**config.mk**
```make
export PLATFORM = sky130hd
export DESIGN_NAME = fixblk_dma
export DESIGN_NICKNAME = d
export VERILOG_FILES = /design/src/rtl/fixblk_pkg.sv /design/src/rtl/fixblk_regs.sv /design/src/rtl/fixblk_seq.sv /design/src/rtl/fixblk_timer.sv /design/src/rtl/fixblk_dma.sv
export SDC_FILE = /design/constraint.sdc
export NUM_CORES = 1
export LEC_CHECK = 0
export BUFFER_PORTS_ARGS = -buffer_cell sky130_fd_sc_hd__buf_4
export CAP_MARGIN = 20
export CORE_MARGIN = 2
export CORE_UTILIZATION = 39
export DETAILED_ROUTE_END_ITERATION = 6
export GPL_ROUTABILITY_DRIVEN = 0
export PLACE_DENSITY = 0.76
export SLEW_MARGIN = 20
export SYNTH_ARGS = -nofsm -noshare
export SYNTH_HDL_FRONTEND = slang
export SYNTH_SLANG_ARGS = --single-unit
```
**constraint.sdc**
```tcl
create_clock -name clk -period 1.91 [get_ports clk]
set_clock_uncertainty 0.1 [all_clocks]
set_input_delay 0.0955 -clock clk [delete_from_list [all_inputs] [get_ports clk]]
set_output_delay 0.0955 -clock clk [all_outputs]
set_load 0.01 [all_outputs]
```
**src/rtl/fixblk_pkg.sv**
```systemverilog
package fixblk_pkg;
  typedef enum logic [2:0] {
    S_IDLE,
    S_FILL,
    S_PROC,
    S_REFR,
    S_DRAIN
  } seq_e;

  localparam logic [1:0] SEL_BASE   = 2'b00;
  localparam logic [1:0] SEL_TOPR   = 2'b01;
  localparam logic [1:0] SEL_FROMPR = 2'b10;
endpackage

```
**src/rtl/fixblk_regs.sv**
```systemverilog
module fixblk_regs
  import fixblk_pkg::*;
#(
  parameter int          AW  = 21,
  parameter logic [31:0] KEY = 32'h1FC0_07C0
) (
  input  logic          clk,
  input  logic          rst_n,
  input  logic          cfg_we,
  input  logic [1:0]    cfg_sel,
  input  logic [31:0]   cfg_wdata,
  input  logic          busy,
  output logic [AW-1:0] base,
  output logic          start,
  output logic          start_dir,
  output logic          err
);
  logic [AW-1:0] base_q, base_d;
  logic          err_q, err_d;
  logic          trig, accept, key_ok, base_en;

  always_comb begin
    trig      = cfg_we && (cfg_sel == SEL_TOPR || cfg_sel == SEL_FROMPR);
    accept    = trig && !busy && !err_q;
    key_ok    = (cfg_wdata == KEY);
    start     = accept && key_ok;
    start_dir = (cfg_sel == SEL_TOPR);
    base_en   = cfg_we && (cfg_sel == SEL_BASE) && !busy;
    base_d    = cfg_wdata[AW+1:2];
    err_d     = err_q || (accept && !key_ok);
  end

  always_ff @(posedge clk or negedge rst_n) begin
    if (!rst_n) begin
      base_q <= '0;
      err_q  <= 1'b0;
    end else begin
      if (base_en) base_q <= base_d;
      err_q <= err_d;
    end
  end

  assign base = base_q;
  assign err  = err_q;
endmodule

```
**src/rtl/fixblk_seq.sv**
```systemverilog
module fixblk_seq
  import fixblk_pkg::*;
#(
  parameter int AW    = 21,
  parameter int WORDS = 16
) (
  input  logic                     clk,
  input  logic                     rst_n,
  input  logic                     start,
  input  logic                     start_dir,
  input  logic [AW-1:0]            base,
  output logic [AW-1:0]            dram_idx,
  output logic                     dram_we,
  output logic [$clog2(WORDS)-1:0] pram_idx,
  output logic                     pram_we,
  output logic                     proc_pulse,
  output logic                     refr_pulse
);
  localparam int CW = $clog2(WORDS);
  localparam logic [CW-1:0] LAST = CW'(WORDS - 1);

  seq_e          st_q, st_d;
  logic [CW-1:0] cnt_q, cnt_d;

  always_comb begin
    st_d  = st_q;
    cnt_d = cnt_q;
    unique case (st_q)
      S_IDLE: if (start) begin
        st_d  = start_dir ? S_FILL : S_REFR;
        cnt_d = '0;
      end
      S_FILL: if (cnt_q == LAST) st_d = S_PROC;
              else cnt_d = cnt_q + 1'b1;
      S_PROC: st_d = S_IDLE;
      S_REFR: begin
        st_d  = S_DRAIN;
        cnt_d = '0;
      end
      S_DRAIN: if (cnt_q == LAST) st_d = S_IDLE;
               else cnt_d = cnt_q + 1'b1;
      default: st_d = S_IDLE;
    endcase
  end

  always_ff @(posedge clk or negedge rst_n) begin
    if (!rst_n) begin
      st_q  <= S_IDLE;
      cnt_q <= '0;
    end else begin
      st_q  <= st_d;
      cnt_q <= cnt_d;
    end
  end

  assign dram_idx   = base + AW'(cnt_q);
  assign pram_idx   = cnt_q;
  assign pram_we    = (st_q == S_FILL);
  assign dram_we    = (st_q == S_DRAIN);
  assign proc_pulse = (st_q == S_PROC);
  assign refr_pulse = (st_q == S_REFR);


  fill_then_proc_chk: assert property (@(posedge clk) disable iff (!rst_n)
    proc_pulse |-> $past(pram_we));

  refr_then_drain_chk: assert property (@(posedge clk) disable iff (!rst_n)
    refr_pulse |=> dram_we);

  start_when_idle_chk: assert property (@(posedge clk) disable iff (!rst_n)
    start |-> (st_q == S_IDLE));
endmodule

```
**src/rtl/fixblk_timer.sv**
```systemverilog
module fixblk_timer #(
  parameter int DELAY = 2304
) (
  input  logic clk,
  input  logic rst_n,
  input  logic start,
  output logic busy,
  output logic irq
);
  localparam int TW = $clog2(DELAY + 1);
  localparam logic [TW-1:0] FIRE = TW'(DELAY - 1);

  logic [TW-1:0] cnt_q, cnt_d;
  logic          busy_q, busy_d, irq_q, irq_d;

  always_comb begin
    irq_d  = busy_q && (cnt_q == FIRE);
    cnt_d  = cnt_q;
    busy_d = busy_q;
    if (start) begin
      cnt_d  = '0;
      busy_d = 1'b1;
    end else if (irq_d) begin
      busy_d = 1'b0;
    end else if (busy_q) begin
      cnt_d = cnt_q + 1'b1;
    end
  end

  always_ff @(posedge clk or negedge rst_n) begin
    if (!rst_n) begin
      cnt_q  <= '0;
      busy_q <= 1'b0;
      irq_q  <= 1'b0;
    end else begin
      cnt_q  <= cnt_d;
      busy_q <= busy_d;
      irq_q  <= irq_d;
    end
  end

  assign busy = busy_q;
  assign irq  = irq_q;


  irq_single_chk: assert property (@(posedge clk) disable iff (!rst_n)
    irq |=> !irq);

  irq_ends_busy_chk: assert property (@(posedge clk) disable iff (!rst_n)
    irq |-> $past(busy));
endmodule

```
**src/rtl/fixblk_dma.sv**
```systemverilog
module fixblk_dma #(
  parameter int          DRAM_AW   = 21,
  parameter int          IRQ_DELAY = 2304,
  parameter logic [31:0] KEY_ADDR  = 32'h1FC0_07C0
) (
  input  logic               clk,
  input  logic               rst_n,
  input  logic               cfg_we,
  input  logic [1:0]         cfg_sel,
  input  logic [31:0]        cfg_wdata,
  output logic [DRAM_AW-1:0] dram_idx,
  input  logic [31:0]        dram_rdata,
  output logic               dram_we,
  output logic [31:0]        dram_wdata,
  output logic [3:0]         pram_idx,
  input  logic [31:0]        pram_rdata,
  output logic               pram_we,
  output logic [31:0]        pram_wdata,
  output logic               proc_pulse,
  output logic               refr_pulse,
  output logic               irq,
  output logic               busy,
  output logic               err
);
  localparam int WORDS = 16;

  logic [DRAM_AW-1:0] base;
  logic               start, start_dir;

  fixblk_regs #(.AW(DRAM_AW), .KEY(KEY_ADDR)) regs_i (
    .clk(clk), .rst_n(rst_n), .cfg_we(cfg_we), .cfg_sel(cfg_sel),
    .cfg_wdata(cfg_wdata), .busy(busy), .base(base), .start(start),
    .start_dir(start_dir), .err(err)
  );

  fixblk_seq #(.AW(DRAM_AW), .WORDS(WORDS)) seq_i (
    .clk(clk), .rst_n(rst_n), .start(start), .start_dir(start_dir),
    .base(base), .dram_idx(dram_idx), .dram_we(dram_we),
    .pram_idx(pram_idx), .pram_we(pram_we), .proc_pulse(proc_pulse),
    .refr_pulse(refr_pulse)
  );

  fixblk_timer #(.DELAY(IRQ_DELAY)) timer_i (
    .clk(clk), .rst_n(rst_n), .start(start), .busy(busy), .irq(irq)
  );

  assign pram_wdata = dram_rdata;
  assign dram_wdata = pram_rdata;


  err_halt_chk: assert property (@(posedge clk) disable iff (!rst_n)
    err |-> !busy);

  err_sticky_chk: assert property (@(posedge clk) disable iff (!rst_n)
    err |=> err);

  one_direction_chk: assert property (@(posedge clk) disable iff (!rst_n)
    pram_we |-> (!dram_we && busy));
endmodule

```
==> results.ini, run 1 <==
[outcome]
result_of_the_run=finished with violations
violated_checks=setup timing

[critical_path]
worst-path-max-fanout=6
critPathLaunch=seq_i.pram_idx[0]$_DFFE_PN0P_
timing.reg2reg.worst_path_depth=8
cp-endpoint=dram_idx[10]
worstReg2RegStart=seq_i.pram_idx[1]$_DFFE_PN0P_
worst_path_largest_cell_delay_ps=430
path_class=register to output port
worstPathCellList=ha_4 > fa_2 > a21o_1 > a21oi_4 > buf_6 > nor3b_1 > xor2_1 > buf_4
cp.buffers_inverters=2
timing.critical_path.max_delay_family=adder cells
rr_endpoint=seq_i.pram_idx[0]$_DFFE_PN0P_
critical-path-slowest-cell=sky130_fd_sc_hd__dfrtp_2
crit_arrival_ps=2120
path_depth=8
startpoint_type=register
required_ps=1710
setup.reg_to_reg.worst_slack_ps=110
critical_path.endpoint_type=output port

[logic_synthesis]
synth_fp_nets=419
synth.distinct_cells=47
synth.yosys.warnings=0
ys_ff_latch=43
synth-edff-count=0
syn_avg_cell_area_um2=9.95
postSynth.topFlopCell=sky130_fd_sc_hd__dfrtp_1
syn_inst=309
synth_area_mm2=0.00308
asyncSetResetFlopFracSynth_pct=100
synth.yosys.seq_area_share_pct=35.0

[flow_run]
number_of_max_cap_violations=0

[clock_network]
clock_latency_ps=290
cts.reportedPaths.clkPinSlew_ps=80
clk_path_buf_depth=2
clock_sink_count=43
clock_tree_from_tritoncts=done
h-tree-depth=2
numCtsBuffers=5
cts_root_buf=sky130_fd_sc_hd__clkbuf_8

[floorplanning]
floorplan.rows=32
initial_core_util_pct=40.0
coreArea_mm2=0.00769
floorplan.io_pins=197
die_h_um=92.8
die-width_um=92.8
die_area_mm2=0.00861

[place]
count_of_buffers_from_port_buffering=68
place_worst_setup_slack_ps=-98.5
number_of_cells_after_detailed_placement=432
detailed_place_hpwl_um=5240

[grt]
grt_pass1_vias=2417
globalRouteOverflowTotal=0
grt.total_usage_pct=16.4
grt_max_degree=44
wire_length_of_the_first_global_routing_pass_um=11400
grt_antenna_before_repair=0

[timing]
timing.fmax_mhz=432
hold_violations=0
hold_ws_ps=91.0
final_critical_path_setup_slack_ps=-407
worst-slew-pin-transition_ps=544
final.min_clock_period_ps=2320
max_slew_margin_pct=63.7
rsz_0062_raised_after_global_routing=yes
slew_viol_final=0
setup_viol_count_final=17
timing.final.crit_share_pct=121

[route]
finalWirelength_um=7200
detail_route.wl_per_cell_um=15.5
detailroute.via_count=2420
drt_pass1_iterations=4
drt_drc_violations_left=0
detail-route-antenna-nets=0
detailedRoute.firstIterationViolations=82
detail_route.vias_per_cell=5.20

[finish]
design.final.nets=472
layout-drive-gt1-share_pct=42.7
antenna_cells=0
layout.filler_cells=724
most_common_library_cell_in_the_layout_ignoring_fill_and_taps=sky130_fd_sc_hd__buf_4
areaGrowthSynthToFinish_pct=27.8
final_core_util_pct=51.1
mostFrequentLayoutCells=sky130_fd_sc_hd__buf_4 (90), sky130_fd_sc_hd__dfrtp_1 (41), sky130_fd_sc_hd__dlygate4sd3_1 (22)
instances_no_fill=465

[worst_hold_path]
hold_class=primary input to output port

[pwr]
vdd_ir_max_v=0.000276
power-per-cell-area_mw_per_mm2=450
static-leakage-power_nw=1.93
total_power_w=0.00177

-- how the worst min path moves through the flow --
stage / start / to / slack (ps) / cells past startpoint
after floorplan: rst_n / regs_i.base[0]$_DFFE_PN0P_ / -300 / 0
after global placement: rst_n / timer_i.cnt_q[5]$_DFFE_PN0P_ / 20 / 1
after detailed placement: rst_n / timer_i.cnt_q[5]$_DFFE_PN0P_ / 20 / 1
after CTS: pram_rdata[10] / dram_wdata[10] / 90 / 0
after global routing: pram_rdata[1] / dram_wdata[1] / 90 / 0
final: pram_rdata[18] / dram_wdata[18] / 90 / 0
-- through the flow --
step           cell area, µm²  setup TNS (ps)
2_1_floorplan            3150           -65.2
3_3_place_gp             3490            -571
3_5_place_dp             3490           -1070
4_1_cts                  3860           -6390
5_1_grt                  3930           -7660
6_report                 3930           -6010
-- routing by layer --
layer	part of all wire, %	global-route usage, %
met1	39	19.2
met2	52	28.0
met3	5.5	3.82
met4	3.5	8.46
met5	0	0
-- Yosys cell counts, types with 3 or more instances --
cell type / n / area, µm²
sky130_fd_sc_hd__xnor2_1: 9 / 78.8
sky130_fd_sc_hd__nor3_1: 11 / 55.1
sky130_fd_sc_hd__a21o_1: 3 / 22.5
sky130_fd_sc_hd__o21a_1: 3 / 22.5
sky130_fd_sc_hd__mux2_2: 21 / 236
sky130_fd_sc_hd__ha_1: 8 / 100
sky130_fd_sc_hd__nand4_1: 6 / 37.5
sky130_fd_sc_hd__buf_4: 65 / 488
sky130_fd_sc_hd__o211ai_1: 4 / 30.0
sky130_fd_sc_hd__a211oi_1: 3 / 22.5
sky130_fd_sc_hd__nor4_1: 3 / 18.8
sky130_fd_sc_hd__dfrtp_1: 43 / 1080
sky130_fd_sc_hd__xor2_1: 18 / 158
sky130_fd_sc_hd__nor4b_1: 10 / 87.6
sky130_fd_sc_hd__buf_2: 4 / 20.0
sky130_fd_sc_hd__nor3b_1: 5 / 37.5
sky130_fd_sc_hd__nand3_1: 13 / 65.1
sky130_fd_sc_hd__a21oi_1: 7 / 35.0
sky130_fd_sc_hd__nand2_1: 15 / 56.3
sky130_fd_sc_hd__nor4bb_1: 3 / 30.0
sky130_fd_sc_hd__and3_1: 3 / 18.8
sky130_fd_sc_hd__and4_1: 3 / 26.3
sky130_fd_sc_hd__nor2_1: 13 / 48.8
sky130_fd_sc_hd__inv_1: 4 / 15.0
sky130_fd_sc_hd__o21ai_0: 4 / 20.0
-- flip-flops by register name, summed over array words and instances (netlist names) --
register and flops:
regs_i.base 21, seq_i.pram_idx 4, timer_i.cnt_q 12, timer_i.busy 1, timer_i.irq 1, seq_i.st_q 3, regs_i.err 1
-- timing repair --
action,in CTS,in global routing
pin swaps,7,3
hold endpoints to repair,64,0
gates resized for setup,10,11
gates cloned,0,0
setup buffers,1,2
hold buffers,22,0
setup endpoints to repair,18,39
-- power by group --
part	internal (W)	leakage, nW	switching [W]	total, W
registers	0.000922	0.558	0.0000137	0.000936
clock network	0.000256	0.0412	0.000309	0.000565
logic	0.000159	1.33	0.000107	0.000266
total	0.00134	1.93	0.000430	0.00177
-- area by class of cell --
type,instances,area [µm²],area share (%)
inverters,4,15.0,0.382
clock inverters,2,12.5,0.318
clock buffers,6,72.6,1.85
repair buffers,117,978,24.9
flip-flops and latches,43,1080,27.4
well taps,102,128,3.25
multi-input cells,191,1650,41.9
-- logic make-up after synthesis --
| family | after synthesis | share of synthesized area [%] |
|---|---|---|
| buffers and inverters | 75 | 17.5 |
| muxes | 22 | 8.01 |
| xor gates and xnor gates | 27 | 7.69 |
| and+or+nand+nor | 102 | 20.8 |
| DFF | 43 | 35.0 |
| AOI/OAI and AO/OA | 31 | 7.12 |
| adders and majority gates | 9 | 3.91 |
Power figures use the tool's default switching activity.
==> run 2, diff against run 1 <==
--- a/config.mk
+++ b/config.mk
@@ -7,8 +7,11 @@
 export LEC_CHECK = 0
 export BUFFER_PORTS_ARGS = -buffer_cell sky130_fd_sc_hd__buf_4
 export CAP_MARGIN = 20
+export CELL_PAD_IN_SITES_DETAIL_PLACEMENT = 0
+export CELL_PAD_IN_SITES_GLOBAL_PLACEMENT = 1
 export CORE_MARGIN = 2
-export CORE_UTILIZATION = 39
+export CORE_UTILIZATION = 28
+export CTS_BUF_LIST = sky130_fd_sc_hd__clkbuf_8
 export DETAILED_ROUTE_END_ITERATION = 6
 export GPL_ROUTABILITY_DRIVEN = 0
 export PLACE_DENSITY = 0.76
==> results.ini, run 2 (synthesized netlist as in run 1, its figures left out) <==
[grt]
grt_antenna_before_repair=0  ; unchanged
grt_max_degree=44  ; unchanged
grt.total_usage_pct=12.1  ; -4.3 points
globalRouteOverflowTotal=0  ; unchanged
wire_length_of_the_first_global_routing_pass_um=11300  ; -0.91%
grt_pass1_vias=2346  ; -2.9%

[route]
drt_drc_violations_left=0  ; unchanged
detail_route.wl_per_cell_um=14.1  ; -9.1%
detail-route-antenna-nets=0  ; unchanged
detail_route.vias_per_cell=4.71  ; -9.5%
detailroute.via_count=2373  ; -1.9%
drt_pass1_iterations=5  ; +1
detailedRoute.firstIterationViolations=148  ; +80%
finalWirelength_um=7090  ; -1.5%

[critical_path]
worst-path-max-fanout=9  ; +3
worstReg2RegStart=seq_i.pram_idx[1]$_DFFE_PN0P_
critical_path.endpoint_type=output port
path_class=register to output port
setup.reg_to_reg.worst_slack_ps=130  ; +20 ps
required_ps=1710  ; about the same
startpoint_type=register
timing.reg2reg.worst_path_depth=7  ; -1
rr_endpoint=seq_i.pram_idx[0]$_DFFE_PN0P_
critPathLaunch=seq_i.pram_idx[0]$_DFFE_PN0P_
crit_arrival_ps=2110  ; about the same

[timing]
hold_violations=0  ; unchanged
timing.fmax_mhz=434  ; +0.62%
hold_ws_ps=91.0  ; -0.00110 ps
timing.final.crit_share_pct=121  ; -0.74 points
final.min_clock_period_ps=2300  ; -14.2 ps
setup_viol_count_final=17  ; unchanged
max_slew_margin_pct=62.2  ; -1.5 points
slew_viol_final=0  ; unchanged
rsz_0062_raised_after_global_routing=yes
final_critical_path_setup_slack_ps=-393  ; +14.2 ps
worst-slew-pin-transition_ps=567  ; +22.4 ps

[worst_hold_path]
whs_endpoint=dram_wdata[17]
hold_start=pram_rdata[17]
hold_path_depth=0  ; unchanged
hold_class=primary input to output port

[pwr]
vdd_ir_max_v=0.000287  ; +3.8%
power-per-cell-area_mw_per_mm2=480  ; +6.8%
p_sw_w=0.000428  ; -0.32%
seq_power_share_pct=48.3  ; -4.7 points
static-leakage-power_nw=2.00  ; +3.6%
comb_power_share_pct=14.0  ; -1.0 points
pwr-share-clk_pct=37.8  ; +5.8 points
switching_share_pct=22.1  ; -2.2 points
internal-power_w=0.00151  ; +13%

[clock_network]
cts.reportedPaths.clkPinSlew_ps=80  ; about the same
h-tree-depth=2  ; unchanged
numCtsBuffers=5  ; unchanged
cts_root_buf=sky130_fd_sc_hd__clkbuf_8
clock_sink_count=43  ; unchanged
clk_path_buf_depth=2  ; unchanged
clock_latency_ps=290  ; about the same
clock_tree_from_tritoncts=done

[finish]
mostFrequentLayoutCells=sky130_fd_sc_hd__buf_4 (90), sky130_fd_sc_hd__dfrtp_1 (41), sky130_fd_sc_hd__dlygate4sd3_1 (22)
summed_area_of_non_filler_cells_in_the_final_layout_mm2=0.00404  ; +2.7%
most_common_library_cell_in_the_layout_ignoring_fill_and_taps=sky130_fd_sc_hd__buf_4
design.final.nets=473  ; +0.21%
instances_no_fill=504  ; +8.4%
largest_reg_flops=21  ; unchanged
antenna_cells=0  ; unchanged
areaGrowthSynthToFinish_pct=31.2
layout-drive-gt1-share_pct=42.3  ; -0.39 points

[floorplanning]
die_area_mm2=0.0118  ; +37%
die-width_um=109  ; +17%
die_h_um=109  ; +17%
initial_core_util_pct=28.5  ; -12 points
floorplan.io_pins=197  ; unchanged
coreArea_mm2=0.0108  ; +40%
floorplan.rows=38  ; +19%

[place]
count_of_buffers_from_port_buffering=68  ; unchanged
number_of_cells_after_detailed_placement=470  ; +8.8%
detailed_place.area_mm2=0.00355  ; +1.7%
detailed_place_hpwl_um=5290  ; +1.1%
place_worst_setup_slack_ps=-98.2  ; +0.359 ps

[outcome]
violated_checks=setup timing
result_of_the_run=finished with violations

[flow_run]
number_of_max_cap_violations=0  ; unchanged

run 2: worst max-delay path: stages, from the launching register on:
cell	delay [ps]
sky130_fd_sc_hd__dfrtp_2	430
sky130_fd_sc_hd__ha_4	170
sky130_fd_sc_hd__fa_2	330
sky130_fd_sc_hd__a21o_1	190
sky130_fd_sc_hd__a21oi_4	150
sky130_fd_sc_hd__buf_12	140
sky130_fd_sc_hd__nor3_1	60
sky130_fd_sc_hd__xor2_1	180
sky130_fd_sc_hd__buf_4	150
run 2: how the worst max path moves through the flow:
stage / to / depth (start not counted)
after floorplan: dram_idx[20] / 6
after global placement: dram_idx[20] / 8
after detailed placement: dram_idx[20] / 8
after CTS: dram_idx[18] / 8
after global routing: dram_idx[6] / 8
final: dram_idx[18] / 8
run 2: what timing repair did:
action | CTS | global route
pin swaps | 10 | 9
resized for setup | 8 | 12
endpoints found under the setup margin | 18 | 29
buffers inserted | 1 | 3
endpoints found under the hold margin | 64 | 0
hold buffers | 22 | 0
run 2: power groups by stage:
stage,Clock (W),Sequential (W),Combinational [W]
floorplan,0,0.000952,0.000209
global placement,0,0.000952,0.000220
detailed placement,0,0.000952,0.000222
CTS,0.000768,0.000934,0.000265
global route,0.000810,0.000937,0.000294
finish,0.000732,0.000934,0.000270
run 2: through the flow:
| step | setup TNS, ps | utilization [%] | total power (W) |
|---|---|---|---|
| after global placement | -424 | 32.9 | 0.00117 |
| after CTS | -6080 | 36.5 | 0.00197 |
| after detailed placement | -803 | 32.9 | 0.00117 |
| after floorplan | -65.2 | - | 0.00116 |
| after global routing | -7620 | 37.4 | 0.00204 |
| final | -5980 | 37.4 | 0.00194 |
run 2: layout make-up:
type / count / area (µm²)
fill: 1063 / 6760
multi-input combinational: 191 / 1650
sequential: 43 / 1080
timing repair buffer: 118 / 998
tap: 140 / 175
clock buffer: 6 / 82.6
clock inverter: 2 / 35.0
inverter: 4 / 15.0
run 2: routing by layer:
layer  wire length (µm)  track usage [%]
met1               2910             14.4
met2               3520             20.5
met3                463             3.65
met4                197             4.49
met5                  0                0
==> run 3, diff against run 2 <==
--- a/config.mk
+++ b/config.mk
@@ -14,7 +14,8 @@
 export CTS_BUF_LIST = sky130_fd_sc_hd__clkbuf_8
 export DETAILED_ROUTE_END_ITERATION = 6
 export GPL_ROUTABILITY_DRIVEN = 0
-export PLACE_DENSITY = 0.76
+export PLACE_DENSITY_LB_ADDON = 0.1
+export SKIP_LAST_GASP = 1
 export SLEW_MARGIN = 20
 export SYNTH_ARGS = -nofsm -noshare
 export SYNTH_HDL_FRONTEND = slang
==> results.ini, run 3 (synthesized netlist as in run 1, its figures left out) <==
[grt]
grt_antenna_before_repair=0  ; unchanged
grt.total_usage_pct=12.6  ; +0.50 points
grt_max_degree=44  ; unchanged
grt_pass1_vias=2334  ; -0.51%
wire_length_of_the_first_global_routing_pass_um=11700  ; +4.0%
globalRouteOverflowTotal=0  ; unchanged

[critical_path]
worst-path-max-fanout=9  ; unchanged
crit_arrival_ps=2090  ; -20 ps
startpoint_type=register
worstReg2RegStart=timer_i.cnt_q[9]$_DFFE_PN0P_
path_class=register to output port
setup.reg_to_reg.worst_slack_ps=160  ; +30 ps
critical_path.endpoint_type=output port
rr_endpoint=timer_i.cnt_q[1]$_DFFE_PN0P_
timing.reg2reg.worst_path_depth=4  ; -3
required_ps=1710  ; about the same

[route]
drt_drc_violations_left=0  ; unchanged
detail_route.wl_per_cell_um=14.2  ; +1.2%
finalWirelength_um=7200  ; +1.6%
detailroute.via_count=2366  ; -0.29%
drt_pass1_iterations=4  ; -1
detail-route-antenna-nets=0  ; unchanged
detail_route.vias_per_cell=4.68  ; -0.69%
detailedRoute.firstIterationViolations=44  ; -70%

[outcome]
result_of_the_run=finished with violations
violated_checks=setup timing

[clock_network]
h-tree-depth=2  ; unchanged
cts.reportedPaths.clkPinSlew_ps=90  ; about the same
clock_latency_ps=300  ; about the same
numCtsBuffers=5  ; unchanged
clk_path_buf_depth=2  ; unchanged
cts_root_buf=sky130_fd_sc_hd__clkbuf_8
clock_tree_from_tritoncts=done
clock_sink_count=43  ; unchanged

[place]
place_worst_setup_slack_ps=-96.3  ; +1.84 ps
count_of_buffers_from_port_buffering=68  ; unchanged
detailed_place.area_mm2=0.00358  ; +0.85%
detailed_place_hpwl_um=5380  ; +1.6%

[worst_hold_path]
whs_endpoint=dram_wdata[10]
hold_path_depth=0  ; unchanged
hold_start=pram_rdata[10]
hold_class=primary input to output port

[floorplanning]
coreArea_mm2=0.0108  ; unchanged
die-width_um=109  ; unchanged
floorplan.rows=38  ; unchanged
die_area_mm2=0.0118  ; unchanged
die_h_um=109  ; unchanged
floorplan.io_pins=197  ; unchanged
initial_core_util_pct=28.5  ; unchanged

[timing]
worst-slew-pin-transition_ps=580  ; +13.6 ps
setup_viol_count_final=18  ; +1
rsz_0062_raised_after_global_routing=yes
setup-tns-final_ps=-5850  ; +123 ps
timing.final.crit_share_pct=120  ; -1.0 points
slew_viol_final=0  ; unchanged
final.min_clock_period_ps=2280  ; -19.8 ps
timing.fmax_mhz=438  ; +0.87%
final_critical_path_setup_slack_ps=-373  ; +19.8 ps
max_slew_margin_pct=61.3  ; -0.90 points
hold_violations=0  ; unchanged

[finish]
design.final.nets=475  ; +0.42%
layout.filler_cells=1104  ; +3.9%
summed_area_of_non_filler_cells_in_the_final_layout_mm2=0.00401  ; -0.56%
largest_reg_flops=21  ; unchanged
areaGrowthSynthToFinish_pct=30.5
regArea_mm2=0.00108  ; -0.12%
mostFrequentLayoutCells=sky130_fd_sc_hd__buf_4 (94), sky130_fd_sc_hd__dfrtp_1 (42), sky130_fd_sc_hd__dlygate4sd3_1 (22)
multiInputGateArea_mm2=0.00165  ; -0.23%
layout-drive-gt1-share_pct=42.6  ; +0.32 points
most_common_library_cell_in_the_layout_ignoring_fill_and_taps=sky130_fd_sc_hd__buf_4
antenna_cells=0  ; unchanged

[pwr]
static-leakage-power_nw=1.98  ; -1.0%
total_power_w=0.00182  ; -5.8%
vdd_ir_max_v=0.000231  ; -19%
power-per-cell-area_mw_per_mm2=455  ; -5.3%

[flow_run]
number_of_max_cap_violations=0  ; unchanged

run 3: changes by cell type in the layout (fill, tap and decap cells not counted), sizes merged:
cell      delta
buf          +2
bufinv       -1
clkbuf       -1
clkinv       -1
clkinvlp     +2
inv          +1
run 3: area by class of cell:
| type | instances | share of cell area [%] |
|---|---|---|
| clock inverter | 3 | 0.592 |
| timing repair buffer | 120 | 25.1 |
| inverter | 4 | 0.374 |
| sequential | 43 | 26.8 |
| clock buffer | 5 | 1.71 |
| multi-input combinational | 191 | 41.0 |
| tap | 140 | 4.37 |
run 3: critical path: stages (launching register included):
cell and delay [ps]:
sky130_fd_sc_hd__dfrtp_2 440, sky130_fd_sc_hd__ha_4 170, sky130_fd_sc_hd__fa_2 330, sky130_fd_sc_hd__a21o_1 190
sky130_fd_sc_hd__a21oi_4 140, sky130_fd_sc_hd__buf_12 140, sky130_fd_sc_hd__nor3_1 60, sky130_fd_sc_hd__xor2_1 160
sky130_fd_sc_hd__buf_4 150
run 3: worst max path at each step:
| stage | start | endpoint | slack (ps) | cells past startpoint |
|---|---|---|---|---|
| finish | seq_i.pram_idx[0]$_DFFE_PN0P_ | dram_idx[8] | -370 | 8 |
| CTS | seq_i.pram_idx[0]$_DFFE_PN0P_ | dram_idx[20] | -400 | 8 |
| detailed placement | seq_i.pram_idx[0]$_DFFE_PN0P_ | dram_idx[20] | -100 | 8 |
| global placement | seq_i.pram_idx[0]$_DFFE_PN0P_ | dram_idx[20] | -80 | 8 |
| global route | seq_i.pram_idx[0]$_DFFE_PN0P_ | dram_idx[10] | -470 | 8 |
| floorplan | seq_i.pram_idx[0]$_DFFE_PN0P_ | dram_idx[20] | -30 | 6 |
run 3: timing repair:
item / CTS / global route
setup endpoints to repair: 18 / 39
endpoints found under the hold margin: 64 / 0
setup buffers: 0 / 2
hold buffers: 22 / 0
gates cloned: 0 / 0
resized for setup: 9 / 9
pin swaps: 13 / 4
run 3: metal layers:
metal	track usage, %	vias to the layer above	part of all wire (%)
met1	17.2	1127	48
met4	3.48	0	0.97
met2	19.8	76	46
li1	-	1155	-
met5	0	-	0
met3	3.11	8	5.8
run 3: through the flow:
step	instances	hold WS [ps]	util, %
6_report	506	91.0	37.2
5_1_grt	506	91.0	37.2
4_1_cts	504	91.1	36.6
3_5_place_dp	474	46.6	33.1
3_3_place_gp	474	51.8	33.1
2_1_floorplan	309	-300	-
run 3: report_power, final:
group / switching, W / internal (W) / leakage (nW) / total, W
Clock: 0.000356 / 0.000262 / 0.0408 / 0.000618
Combinational: 0.000108 / 0.000163 / 1.38 / 0.000271
Sequential: 0.0000129 / 0.000922 / 0.558 / 0.000935
Total: 0.000477 / 0.00135 / 1.98 / 0.00182
